### config.mk
export PLATFORM = sky130hd
export DESIGN_NAME = pace_trigger_sched
export DESIGN_NICKNAME = d
export VERILOG_FILES = /design/src/rtl/pace_pkg.sv /design/src/rtl/pace_us_base.sv /design/src/rtl/pace_keepalive.sv /design/src/rtl/pace_gate.sv /design/src/rtl/pace_strobe.sv /design/src/rtl/pace_trigger_sched.sv
export SDC_FILE = /design/constraint.sdc
export NUM_CORES = 1
export LEC_CHECK = 0
export BUFFER_PORTS_ARGS = -buffer_cell sky130_fd_sc_hd__clkbuf_2
export CAP_MARGIN = 20
export CORE_UTILIZATION = 50
export CTS_BUF_LIST = sky130_fd_sc_hd__clkbuf_8 sky130_fd_sc_hd__clkbuf_16
export DETAILED_ROUTE_END_ITERATION = 10
export PLACE_DENSITY = 0.76
export SLEW_MARGIN = 30
export SYNTH_ARGS = -nofsm -noshare
export SYNTH_HDL_FRONTEND = slang
export SYNTH_HIERARCHICAL = 1
export SYNTH_SLANG_ARGS = --single-unit
### constraint.sdc
create_clock -name clk -period 6.8 [get_ports clk]
set_input_delay 0.34 -clock clk [delete_from_list [all_inputs] [get_ports clk]]
set_output_delay 0.34 -clock clk [all_outputs]
set_load 0.05 [all_outputs]
### src/rtl/pace_pkg.sv
package pace_pkg;
  // Source that caused a trigger in the current cycle, in priority order
  typedef enum logic [1:0] {
    SRC_NONE   = 2'd0,
    SRC_DIRECT = 2'd1,
    SRC_HELD   = 2'd2,
    SRC_KEEP   = 2'd3
  } fire_src_e;
endpackage

### src/rtl/pace_us_base.sv
module pace_us_base #(
  parameter int CLK_PER_US = 100,
  parameter int TIME_W     = 32
) (
  input  logic              clk,
  input  logic              rst,
  output logic [TIME_W-1:0] now_o
);
  logic              tick;
  logic [TIME_W-1:0] now_q;

  generate
    if (CLK_PER_US > 1) begin : g_div
      localparam int DIV_W = $clog2(CLK_PER_US);
      localparam logic [DIV_W-1:0] LAST = DIV_W'(CLK_PER_US - 1);
      logic [DIV_W-1:0] cnt_q;

      always_ff @(posedge clk) begin
        if (rst)                cnt_q <= '0;
        else if (cnt_q == LAST) cnt_q <= '0;
        else                    cnt_q <= cnt_q + 1'b1;
      end

      assign tick = (cnt_q == LAST);

      // a microsecond tick never lasts two clocks
      p_tick_single_r8: assert property (@(posedge clk) disable iff (rst)
        tick |=> !tick);
    end else begin : g_nodiv
      assign tick = 1'b1;
    end
  endgenerate

  always_ff @(posedge clk) begin
    if (rst)       now_q <= '0;
    else if (tick) now_q <= now_q + 1'b1;
  end

  assign now_o = now_q;

  // the time base moves by at most one step per clock
  p_time_step_r8: assert property (@(posedge clk) disable iff (rst)
    (now_q == $past(now_q)) || (now_q == $past(now_q) + 1'b1));
endmodule

### src/rtl/pace_keepalive.sv
module pace_keepalive #(
  parameter int TIME_W       = 32,
  parameter int KEEPALIVE_US = 10000
) (
  input  logic [TIME_W-1:0] now_i,
  input  logic [TIME_W-1:0] earliest_i,
  input  logic              armed_i,
  input  logic              mask_nz_i,
  input  logic              pending_i,
  output logic              due_o
);
  logic [TIME_W-1:0] overdue;
  logic              late;

  // Signed distance past the window; negative means still inside it
  assign overdue = now_i - earliest_i;
  assign late    = !overdue[TIME_W-1] && (overdue > TIME_W'(KEEPALIVE_US));
  assign due_o   = armed_i && mask_nz_i && !pending_i && late;
endmodule

### src/rtl/pace_gate.sv
module pace_gate
  import pace_pkg::*;
#(
  parameter int NUM_GROUPS   = 4,
  parameter int TIME_W       = 32,
  parameter int WIDTH_W      = 16,
  parameter int MAX_PULSE_US = 2300,
  parameter int GUARD_US     = 50
) (
  input  logic                  clk,
  input  logic                  rst,
  input  logic                  upd_req_i,
  input  logic [NUM_GROUPS-1:0] upd_mask_i,
  input  logic [WIDTH_W-1:0]    upd_width_i,
  input  logic [TIME_W-1:0]     now_i,
  input  logic                  keep_due_i,
  output logic                  go_o,
  output logic [NUM_GROUPS-1:0] go_mask_o,
  output logic [TIME_W-1:0]     earliest_o,
  output logic                  armed_o,
  output logic                  mask_nz_o,
  output logic                  pending_o
);
  localparam logic [WIDTH_W-1:0] MAX_W = WIDTH_W'(MAX_PULSE_US);

  logic [NUM_GROUPS-1:0] mask_q;
  logic [WIDTH_W-1:0]    width_q;
  logic [TIME_W-1:0]     earliest_q;
  logic                  armed_q;
  logic                  pending_q;
  logic                  reached_q;

  logic [WIDTH_W-1:0]    width_clamped;
  logic [WIDTH_W-1:0]    go_width;
  logic [TIME_W-1:0]     to_window;
  logic                  reached;
  logic                  accept;
  logic                  mask_in_nz;
  logic                  held_go;
  logic                  direct_go;
  logic                  hold;
  fire_src_e             src;

  assign width_clamped = (upd_width_i > MAX_W) ? MAX_W : upd_width_i;

  // Time relative to the window; sticky flag guards against wrap on long idle
  assign to_window  = now_i - earliest_q;
  assign reached    = reached_q || !to_window[TIME_W-1];

  assign mask_in_nz = |upd_mask_i;
  assign accept     = upd_req_i && !pending_q && !keep_due_i;
  assign held_go    = pending_q && reached;
  assign direct_go  = accept && mask_in_nz && (!armed_q || reached);
  assign hold       = accept && mask_in_nz && armed_q && !reached;

  always_comb begin
    src = SRC_NONE;
    if (keep_due_i)     src = SRC_KEEP;
    else if (held_go)   src = SRC_HELD;
    else if (direct_go) src = SRC_DIRECT;
  end

  assign go_o      = (src != SRC_NONE);
  assign go_mask_o = (src == SRC_DIRECT) ? upd_mask_i    : mask_q;
  assign go_width  = (src == SRC_DIRECT) ? width_clamped : width_q;

  always_ff @(posedge clk) begin
    if (rst) begin
      mask_q     <= '0;
      width_q    <= '0;
      earliest_q <= '0;
      armed_q    <= 1'b0;
      pending_q  <= 1'b0;
      reached_q  <= 1'b0;
    end else begin
      if (accept) begin
        mask_q  <= upd_mask_i;
        width_q <= width_clamped;
      end
      if (hold)         pending_q <= 1'b1;
      else if (held_go) pending_q <= 1'b0;
      if (go_o) begin
        earliest_q <= now_i + TIME_W'(go_width) + TIME_W'(GUARD_US);
        armed_q    <= 1'b1;
        reached_q  <= 1'b0;
      end else if (reached) begin
        reached_q  <= 1'b1;
      end
    end
  end

  assign earliest_o = earliest_q;
  assign armed_o    = armed_q;
  assign mask_nz_o  = |mask_q;
  assign pending_o  = pending_q;

  // stored width never exceeds the clamp
  p_width_clamped_r1: assert property (@(posedge clk) disable iff (rst)
    width_q <= MAX_W);

  // right after a trigger the window is closed again
  p_gap_after_fire_r2: assert property (@(posedge clk) disable iff (rst)
    go_o |=> !reached);

  // a request during a hold leaves the held request untouched
  p_drop_while_held_r6: assert property (@(posedge clk) disable iff (rst)
    (pending_q && upd_req_i && !held_go) |=> (pending_q && $stable(mask_q) && $stable(width_q)));
endmodule

### src/rtl/pace_strobe.sv
module pace_strobe #(
  parameter int NUM_GROUPS = 4
) (
  input  logic                  clk,
  input  logic                  rst,
  input  logic                  go_i,
  input  logic [NUM_GROUPS-1:0] mask_i,
  output logic [NUM_GROUPS-1:0] trig_o
);
  logic [NUM_GROUPS-1:0] trig_q;

  generate
    for (genvar g = 0; g < NUM_GROUPS; g++) begin : g_lane
      always_ff @(posedge clk) begin
        if (rst) trig_q[g] <= 1'b0;
        else     trig_q[g] <= go_i && mask_i[g];
      end
    end
  endgenerate

  assign trig_o = trig_q;

  // a strobe lasts exactly one clock
  p_one_clock_r7: assert property (@(posedge clk) disable iff (rst)
    (|trig_q) |=> (trig_q == '0));
endmodule

### src/rtl/pace_trigger_sched.sv
module pace_trigger_sched #(
  parameter int NUM_GROUPS   = 4,
  parameter int CLK_PER_US   = 100,
  parameter int TIME_W       = 32,
  parameter int WIDTH_W      = 16,
  parameter int MAX_PULSE_US = 2300,
  parameter int GUARD_US     = 50,
  parameter int KEEPALIVE_US = 10000
) (
  input  logic                  clk,
  input  logic                  rst,
  input  logic                  upd_req_i,
  input  logic [NUM_GROUPS-1:0] upd_mask_i,
  input  logic [WIDTH_W-1:0]    upd_width_i,
  output logic [NUM_GROUPS-1:0] trig_o,
  output logic [TIME_W-1:0]     now_us_o
);
  logic [TIME_W-1:0]     now_us;
  logic [TIME_W-1:0]     earliest;
  logic                  armed;
  logic                  mask_nz;
  logic                  pending;
  logic                  keep_due;
  logic                  go;
  logic [NUM_GROUPS-1:0] go_mask;

  pace_us_base #(
    .CLK_PER_US (CLK_PER_US),
    .TIME_W     (TIME_W)
  ) i_base (
    .clk   (clk),
    .rst   (rst),
    .now_o (now_us)
  );

  pace_keepalive #(
    .TIME_W       (TIME_W),
    .KEEPALIVE_US (KEEPALIVE_US)
  ) i_keep (
    .now_i      (now_us),
    .earliest_i (earliest),
    .armed_i    (armed),
    .mask_nz_i  (mask_nz),
    .pending_i  (pending),
    .due_o      (keep_due)
  );

  pace_gate #(
    .NUM_GROUPS   (NUM_GROUPS),
    .TIME_W       (TIME_W),
    .WIDTH_W      (WIDTH_W),
    .MAX_PULSE_US (MAX_PULSE_US),
    .GUARD_US     (GUARD_US)
  ) i_gate (
    .clk         (clk),
    .rst         (rst),
    .upd_req_i   (upd_req_i),
    .upd_mask_i  (upd_mask_i),
    .upd_width_i (upd_width_i),
    .now_i       (now_us),
    .keep_due_i  (keep_due),
    .go_o        (go),
    .go_mask_o   (go_mask),
    .earliest_o  (earliest),
    .armed_o     (armed),
    .mask_nz_o   (mask_nz),
    .pending_o   (pending)
  );

  pace_strobe #(
    .NUM_GROUPS (NUM_GROUPS)
  ) i_strobe (
    .clk    (clk),
    .rst    (rst),
    .go_i   (go),
    .mask_i (go_mask),
    .trig_o (trig_o)
  );

  assign now_us_o = now_us;

  // no strobe can appear before the first accepted trigger
  p_armed_before_strobe_r5: assert property (@(posedge clk) disable iff (rst)
    (|trig_o) |-> armed);

  // a keep-alive never coincides with a held request
  p_keep_not_held_r4: assert property (@(posedge clk) disable iff (rst)
    keep_due |=> !pending);
endmodule

Word level (Yosys, flattened, before mapping)
Index checks and enable logic that the tools add are counted.
Widths: inputs -> output; s select.
{"block": "word_totals", "regBits": 98, "output_inout_bits": 36, "elab_cells": 57, "inputBits": 23}
{"block": "classes", "muxes": 8, "eq_ne": 2, "n_addsub": 5, "reduce_logical": 28, "magnitude_cmp": 2}
{"cell": "$add 32x1->32 const B", "count": 1}
{"cell": "$add 32x16->32", "count": 1}
{"cell": "$add 32x6->32 const B", "count": 1}
{"cell": "$gt 32x14->1 const B", "count": 1}
{"cell": "$mux 16", "count": 2}
{"cell": "$sub 32x32->32", "count": 1}
{"cell": "$gt 16x12->1 const B", "count": 1}
{"cell": "$logic_and 1x1->1", "count": 15}
{"cell": "$reduce_or 4->1", "count": 2}
{"cell": "$add 7x1->7 const B", "count": 1}
{"cell": "$eq 7x7->1 const B", "count": 1}
{"cell": "$logic_not 1->1", "count": 5}
{"cell": "$mux 2", "count": 2}
{"cell": "$mux 4", "count": 1}
{"cell": "$reduce_bool 2->1", "count": 2}
{"cell": "$reduce_or 2->1", "count": 2}
{"cell": "$mux 1", "count": 3}
{"cell": "$eq 2x1->1 const B", "count": 1}
{"cell": "$logic_or 1x1->1", "count": 2}

Logic depth before layout (Yosys ltp)
{"block": "logic_depth", "depth_word": 15, "mapped_depth": 33, "ltp_nobuf": 30}

Hierarchy
Netlist, hierarchy kept.
{"mod": "pace_gate", "area_per_inst_um2": 4804.6, "cells_each": 595, "instances": 1, "seq_area_each_um2": 1101.1}
{"mod": "pace_keepalive", "area_per_inst_um2": 2289.7, "cells_each": 365, "instances": 1, "seq_area_each_um2": 0.0}
{"mod": "pace_us_base", "area_per_inst_um2": 1828.0, "cells_each": 213, "instances": 1, "seq_area_each_um2": 780.7}
{"mod": "pace_strobe", "area_per_inst_um2": 115.1, "cells_each": 8, "instances": 1, "seq_area_each_um2": 80.1}

Least setup slack after synthesis
Ideal clock, no wire load.
{"block": "synth_timing", "path_type": "reg2reg", "startpoint": "reg i_base.now_q[7], in the netlist i_base/now_o[7]", "endpoint": "reg i_gate.earliest_q[25], in the netlist i_gate/earliest_o[25]", "required_ns": 6.679, "arrival_ns": 6.638, "setup_slack_ns": 0.041, "setup_ns": 0.121, "synth_period_minus_slack_ns": 6.759, "stages_incl_launch_ff": 29, "path_buffers": 4, "path_cell_list": "dfxtp_1 > ha_1 > buf_2 > nand4_1 > or4_1 > o21ai_1 > a41oi_1 > mux2i_1 > or4_1 > nor4_2 > a211oi_2 > nor2_1 > nand2_1 > nor2_1 > a21boi_1 > buf_2 > mux2_2 > ha_1 > fa_1 > a21o_1 > a21oi_2 > o21ai_0 > and3_1 > clkbuf_1 > or2_0 > clkbuf_1 > a211oi_1 > nor2_1 > mux2_4"}
{"block": "synth_via", "elab_chain_cells": 15, "word_cells_on_any_way": 20, "classes_between": "3 x add/sub; 1 x order compare; 1 x eq/ne; 4 x mux; 11 x reduce/logical"}
{"element": "from (decl)", "line_no": "pace_us_base.sv:10", "rtl": "logic [TIME_W-1:0] now_q;"}
{"element": "from (signal assigned)", "line_no": "pace_us_base.sv:36", "rtl": "else if (tick) now_q <= now_q + 1'b1;"}
{"element": "$sub 32x32->32 *", "line_no": "pace_keepalive.sv:16", "rtl": "assign overdue = now_i - earliest_i;"}
{"element": "$gt 32x14->1 or $logic_not 1->1 (tied branches)", "line_no": "pace_keepalive.sv:17", "rtl": "assign late = !overdue[TIME_W-1] && (overdue > TIME_W'(KEEPALIVE_US));"}
{"element": "$logic_and 1x1->1 *", "line_no": "pace_keepalive.sv:17"}
{"element": "$logic_and 1x1->1 *", "line_no": "pace_keepalive.sv:18", "rtl": "assign due_o = armed_i && mask_nz_i && !pending_i && late;"}
{"element": "via keep_due", "line_no": "pace_trigger_sched.sv:23", "rtl": "logic keep_due;"}
{"element": "$logic_not 1->1", "line_no": "pace_gate.sv:51", "rtl": "assign accept = upd_req_i && !pending_q && !keep_due_i;"}
{"element": "$logic_and 1x1->1", "line_no": "pace_gate.sv:51"}
{"element": "$logic_and 1x1->1 (2 in a row)", "line_no": "pace_gate.sv:53", "rtl": "assign direct_go = accept && mask_in_nz && (!armed_q || reached);"}
{"element": "$mux 1", "line_no": "pace_gate.sv:60", "rtl": "else if (direct_go) src = SRC_DIRECT;"}
{"element": "$mux 2", "line_no": "pace_gate.sv:59", "rtl": "else if (held_go) src = SRC_HELD;"}
{"element": "$mux 2 *", "line_no": "pace_gate.sv:58", "rtl": "if (keep_due_i) src = SRC_KEEP;"}
{"element": "$eq 2x1->1", "line_no": "pace_gate.sv:65", "rtl": "assign go_width = (src == SRC_DIRECT) ? width_clamped : width_q;"}
{"element": "$mux 16", "line_no": "pace_gate.sv:65"}
{"element": "$add 32x16->32", "line_no": "pace_gate.sv:83", "rtl": "earliest_q <= now_i + TIME_W'(go_width) + TIME_W'(GUARD_US);"}
{"element": "$add 32x6->32", "line_no": "pace_gate.sv:83"}
{"element": "to (signal assigned)", "line_no": "pace_gate.sv:83"}
{"element": "to (decl)", "line_no": "pace_gate.sv:28", "rtl": "logic [TIME_W-1:0] earliest_q;"}
The timed path passes the listed nets; every way through them passes the cells marked *.
A chain may end at the register's enable or synchronous reset.

Final worst setup path
{"block": "layout_timing", "startpoint": "reg i_gate.earliest_q[7], in the netlist i_gate/earliest_o[7]", "endpoint": "reg i_gate.earliest_q[25], in the netlist i_gate/earliest_o[25]"}
{"block": "layout_via", "elab_chain_cells": 15, "word_cells_on_any_way": 20, "classes_between": "3 x add/sub; 1 x order compare; 1 x eq/ne; 4 x mux; 11 x reduce/logical"}
{"element": "$sub 32x32->32 *", "line_no": "pace_keepalive.sv:16"}
{"element": "$gt 32x14->1 or $logic_not 1->1 (tied branches)", "line_no": "pace_keepalive.sv:17"}
{"element": "$logic_and 1x1->1 *", "line_no": "pace_keepalive.sv:17"}
{"element": "$logic_and 1x1->1 *", "line_no": "pace_keepalive.sv:18"}
{"element": "via keep_due", "line_no": "pace_trigger_sched.sv:23"}
{"element": "$logic_not 1->1", "line_no": "pace_gate.sv:51"}
{"element": "$logic_and 1x1->1", "line_no": "pace_gate.sv:51"}
{"element": "$logic_and 1x1->1 (2 in a row)", "line_no": "pace_gate.sv:53"}
{"element": "$mux 1", "line_no": "pace_gate.sv:60"}
{"element": "$mux 2", "line_no": "pace_gate.sv:59"}
{"element": "$mux 2 *", "line_no": "pace_gate.sv:58"}
{"element": "$eq 2x1->1", "line_no": "pace_gate.sv:65"}
{"element": "$mux 16", "line_no": "pace_gate.sv:65"}
{"element": "$add 32x16->32", "line_no": "pace_gate.sv:83"}
{"element": "$add 32x6->32", "line_no": "pace_gate.sv:83"}
Marked as above.

==> impl_metrics.json <==
{
  "status": "completed",
  "max_stage_delay_ns": 0.57,
  "coreArea_um2": 17480,
  "final_nets": 1390,
  "clockBufferDepth": 2,
  "fmaxAchievable_ghz": 0.1487,
  "fin_skew_ns": 0.005664,
  "seq_area_um2": 1968,
  "syn_inst": 1181,
  "drc": 0,
  "multi_input_area_um2": 6756,
  "cts_tree": "done",
  "critical_path_class": "flop to flop",
  "clk_latency_ns": 0.35,
  "grt_max_degree": 78,
  "num_vias": 9195,
  "synth-seq-cells": 98,
  "drive_gt1_share_pct": 20.02,
  "critPathRequiredTime_ns": 7.04,
  "fin_ws_ns": 0.07451,
  "critical_path_arrival_ns": 6.97,
  "critPathMaxFanout": 8,
  "postCtsHoldBufs": 0,
  "synth_flop_cell": "dfxtp_1",
  "synth_nets": 1301,
  "critPathTopFamily": "simple AND/OR/NAND/NOR gates",
  "routedWlPerCell_um": 17.29,
  "peakVddDrop_v": 0.0001626,
  "h-tree-depth": 3,
  "netlist_area_um2": 9037,
  "antenna_found_initial": 0,
  "antenna_cells": 0,
  "die_w_um": 136.4,
  "rsz0062_at_grt": "true",
  "overflow": 0,
  "io_pins": 59,
  "dp_slack_ns": -0.01657,
  "cap_violations": 0,
  "hold_violations": 0,
  "first_pass_iters": 5,
  "yosysUniqueCellTypes": 86,
  "fillers": 1494,
  "cts.sinks": 98,
  "grt_pass1_wl_um": 40070,
  "setup_viol": 0,
  "p_leak_nw": 4.548,
  "power_density_nw_per_um2": 238.7,
  "worst_path_max_delay_cell": "or4_1",
  "area_delta_synth_final_pct": 17.07,
  "avgSynthCellArea_um2": 7.652,
  "track_usage_pct": 27.06,
  "hold_ws_ns": 0.2358,
  "clk_pin_slew_worst_paths_ns": 0.07,
  "hpwl_um": 18820,
  "drt_wl_total_um": 25920,
  "async_reset_ff_share_pct": 0,
  "first_iter_violations": 626,
  "cp-end-kind": "flop",
  "dieArea_um2": 18620,
  "slew_headroom_pct": 40.81,
  "synth-edff-count": 0,
  "grt_pass1_vias": 8073,
  "worst-path-buf-inv": 4,
  "io_buffers": 58,
  "root_buffer": "clkbuf_16",
  "die_y_um": 136.4,
  "rows": 48,
  "fin_crit_ns": 6.725,
  "hold_class": "input pin to flop",
  "place_congestion": 0.9810,
  "worst-slew-pin-transition_ns": 0.8878,
  "start_util_pct": 51.71,
  "antenna_left": 0,
  "period_share_pct": 98.90,
  "ys_seq_area_share_pct": 21.71,
  "slew_viol_final": 0,
  "yosysWarnings": 6,
  "via_per_inst": 6.134,
  "cts_made_buffers": 9,
  "cp-start-kind": "flop"
}
## repair_timing
| item | CTS | global route |
|---|---|---|
| pin swaps | 1 | 20 |
| hold endpoints to repair | 0 | 0 |
| buffers inserted | 0 | 14 |
| resized for setup | 1 | 72 |
| gates cloned | 0 | 0 |
| setup endpoints to repair | 8 | 21 |
## Yosys cell counts, types with 6 or more instances
master	n	share of area, %
a211oi_1	15	1.2
a211oi_2	6	0.83
a21o_1	13	1.1
a21oi_1	100	5.5
a221oi_1	9	0.87
a31oi_1	11	0.76
and2_1	11	0.76
and3_1	16	1.1
buf_2	10	0.55
clkbuf_1	40	1.7
dfxtp_1	98	22
ha_1	95	13
inv_1	96	4.0
mux2_2	19	2.4
mux2i_1	30	3.3
nand2_1	110	4.6
nand2b_1	13	0.90
nand3_1	37	2.0
nand4_1	27	1.9
nor2_1	89	3.7
nor2b_1	20	1.4
nor3_1	31	1.7
nor3b_1	6	0.50
nor4_1	15	1.0
o211ai_1	10	0.83
o21a_1	14	1.2
o21ai_0	40	2.2
o21ai_1	12	0.66
o31ai_1	15	1.2
or3_1	15	1.0
or4_1	21	1.7
xnor2_1	24	2.3
xor2_1	12	1.2
## flip-flops by register name, summed over array words and instances, names as in the netlist
register and flops:
i_base/g_div.cnt_q 7, i_base/now_o 32, i_gate/mask_q 4, i_gate/earliest_o 32, i_gate/armed_o 1, i_gate/width_q 16, i_strobe/trig_o 4, i_gate/pending_o 1
i_gate/reached_q 1
## placed cells by master, fill, tap and decap left out, drive strengths merged, types with 23 or more instances in the layout
cell type / n
a21oi: 102
buf: 80
clkbuf: 67
dfxtp: 98
ha: 95
inv: 98
mux2: 24
mux2i: 30
nand2: 110
nand3: 37
nand4: 28
nor2: 89
nor3: 32
o21ai: 54
or4: 23
xnor2: 25
## layer usage
metal | GRT usage (%) | wire, µm | part of all wire (%)
met1 | 38.96 | 12060 | 47
met5 | 0 | 0 | 0
met2 | 41.43 | 11660 | 45
met3 | 2.946 | 1624 | 6.3
met4 | 9.383 | 565 | 2.2
## final cells by class
cell class,count,share of cell area (%)
inverters,97,3.441
clock inverters,5,0.7569
repair buffers,137,8.420
multi-input cells,927,63.86
well taps,225,2.661
flip-flops and latches,98,18.60
clock buffers,10,2.259
## stage by stage
stage	instances	util, %	setup TNS [ns]	area (µm²)	power (mW)
after CTS	1485	58.03	-0.01177	10140	2.371
after floorplan	1181	-	0	9037	1.550
after global routing	1499	60.54	-0.9156	10580	2.665
final	1499	60.54	0	10580	2.525
after global placement	1470	56.14	0	9811	1.789
after detailed placement	1470	56.18	-0.01657	9818	1.809
## tightest hold or removal path, delay by kind of cell
kind | cells | cell delay (ns)
AOI/OAI and AO/OA | 1 | 0.05
and+or+nand+nor | 1 | 0.06
buffers and inverters | 1 | 0.09
## power by group
group,total (mW),internal (mW),switching (mW)
clock,0.556,0.330,0.226
sequential,0.658,0.623,0.0358
combinational,1.31,0.583,0.729
## final timing paths
path                        start                    end  slack [ns]  depth (start not counted)
max          i_gate/earliest_o[7]  i_gate/earliest_o[25]        0.07                         29
min                 upd_mask_i[1]       i_gate/mask_q[1]        0.24                          3
max reg2reg  i_gate/earliest_o[7]  i_gate/earliest_o[25]        0.07                         29
min reg2reg     i_gate/width_q[8]      i_gate/width_q[8]        0.46                          2
## cell families after synthesis
kind of cell	synth area share, %
buffers and inverters	7.255
AOI/OAI and AO/OA	22.01
xor gates and xnor gates	3.669
adders and majority gates	13.60
muxes	6.479
and+or+nand+nor	25.28
DFF	21.71
Note: power is estimated with default switching activity, not from simulation.
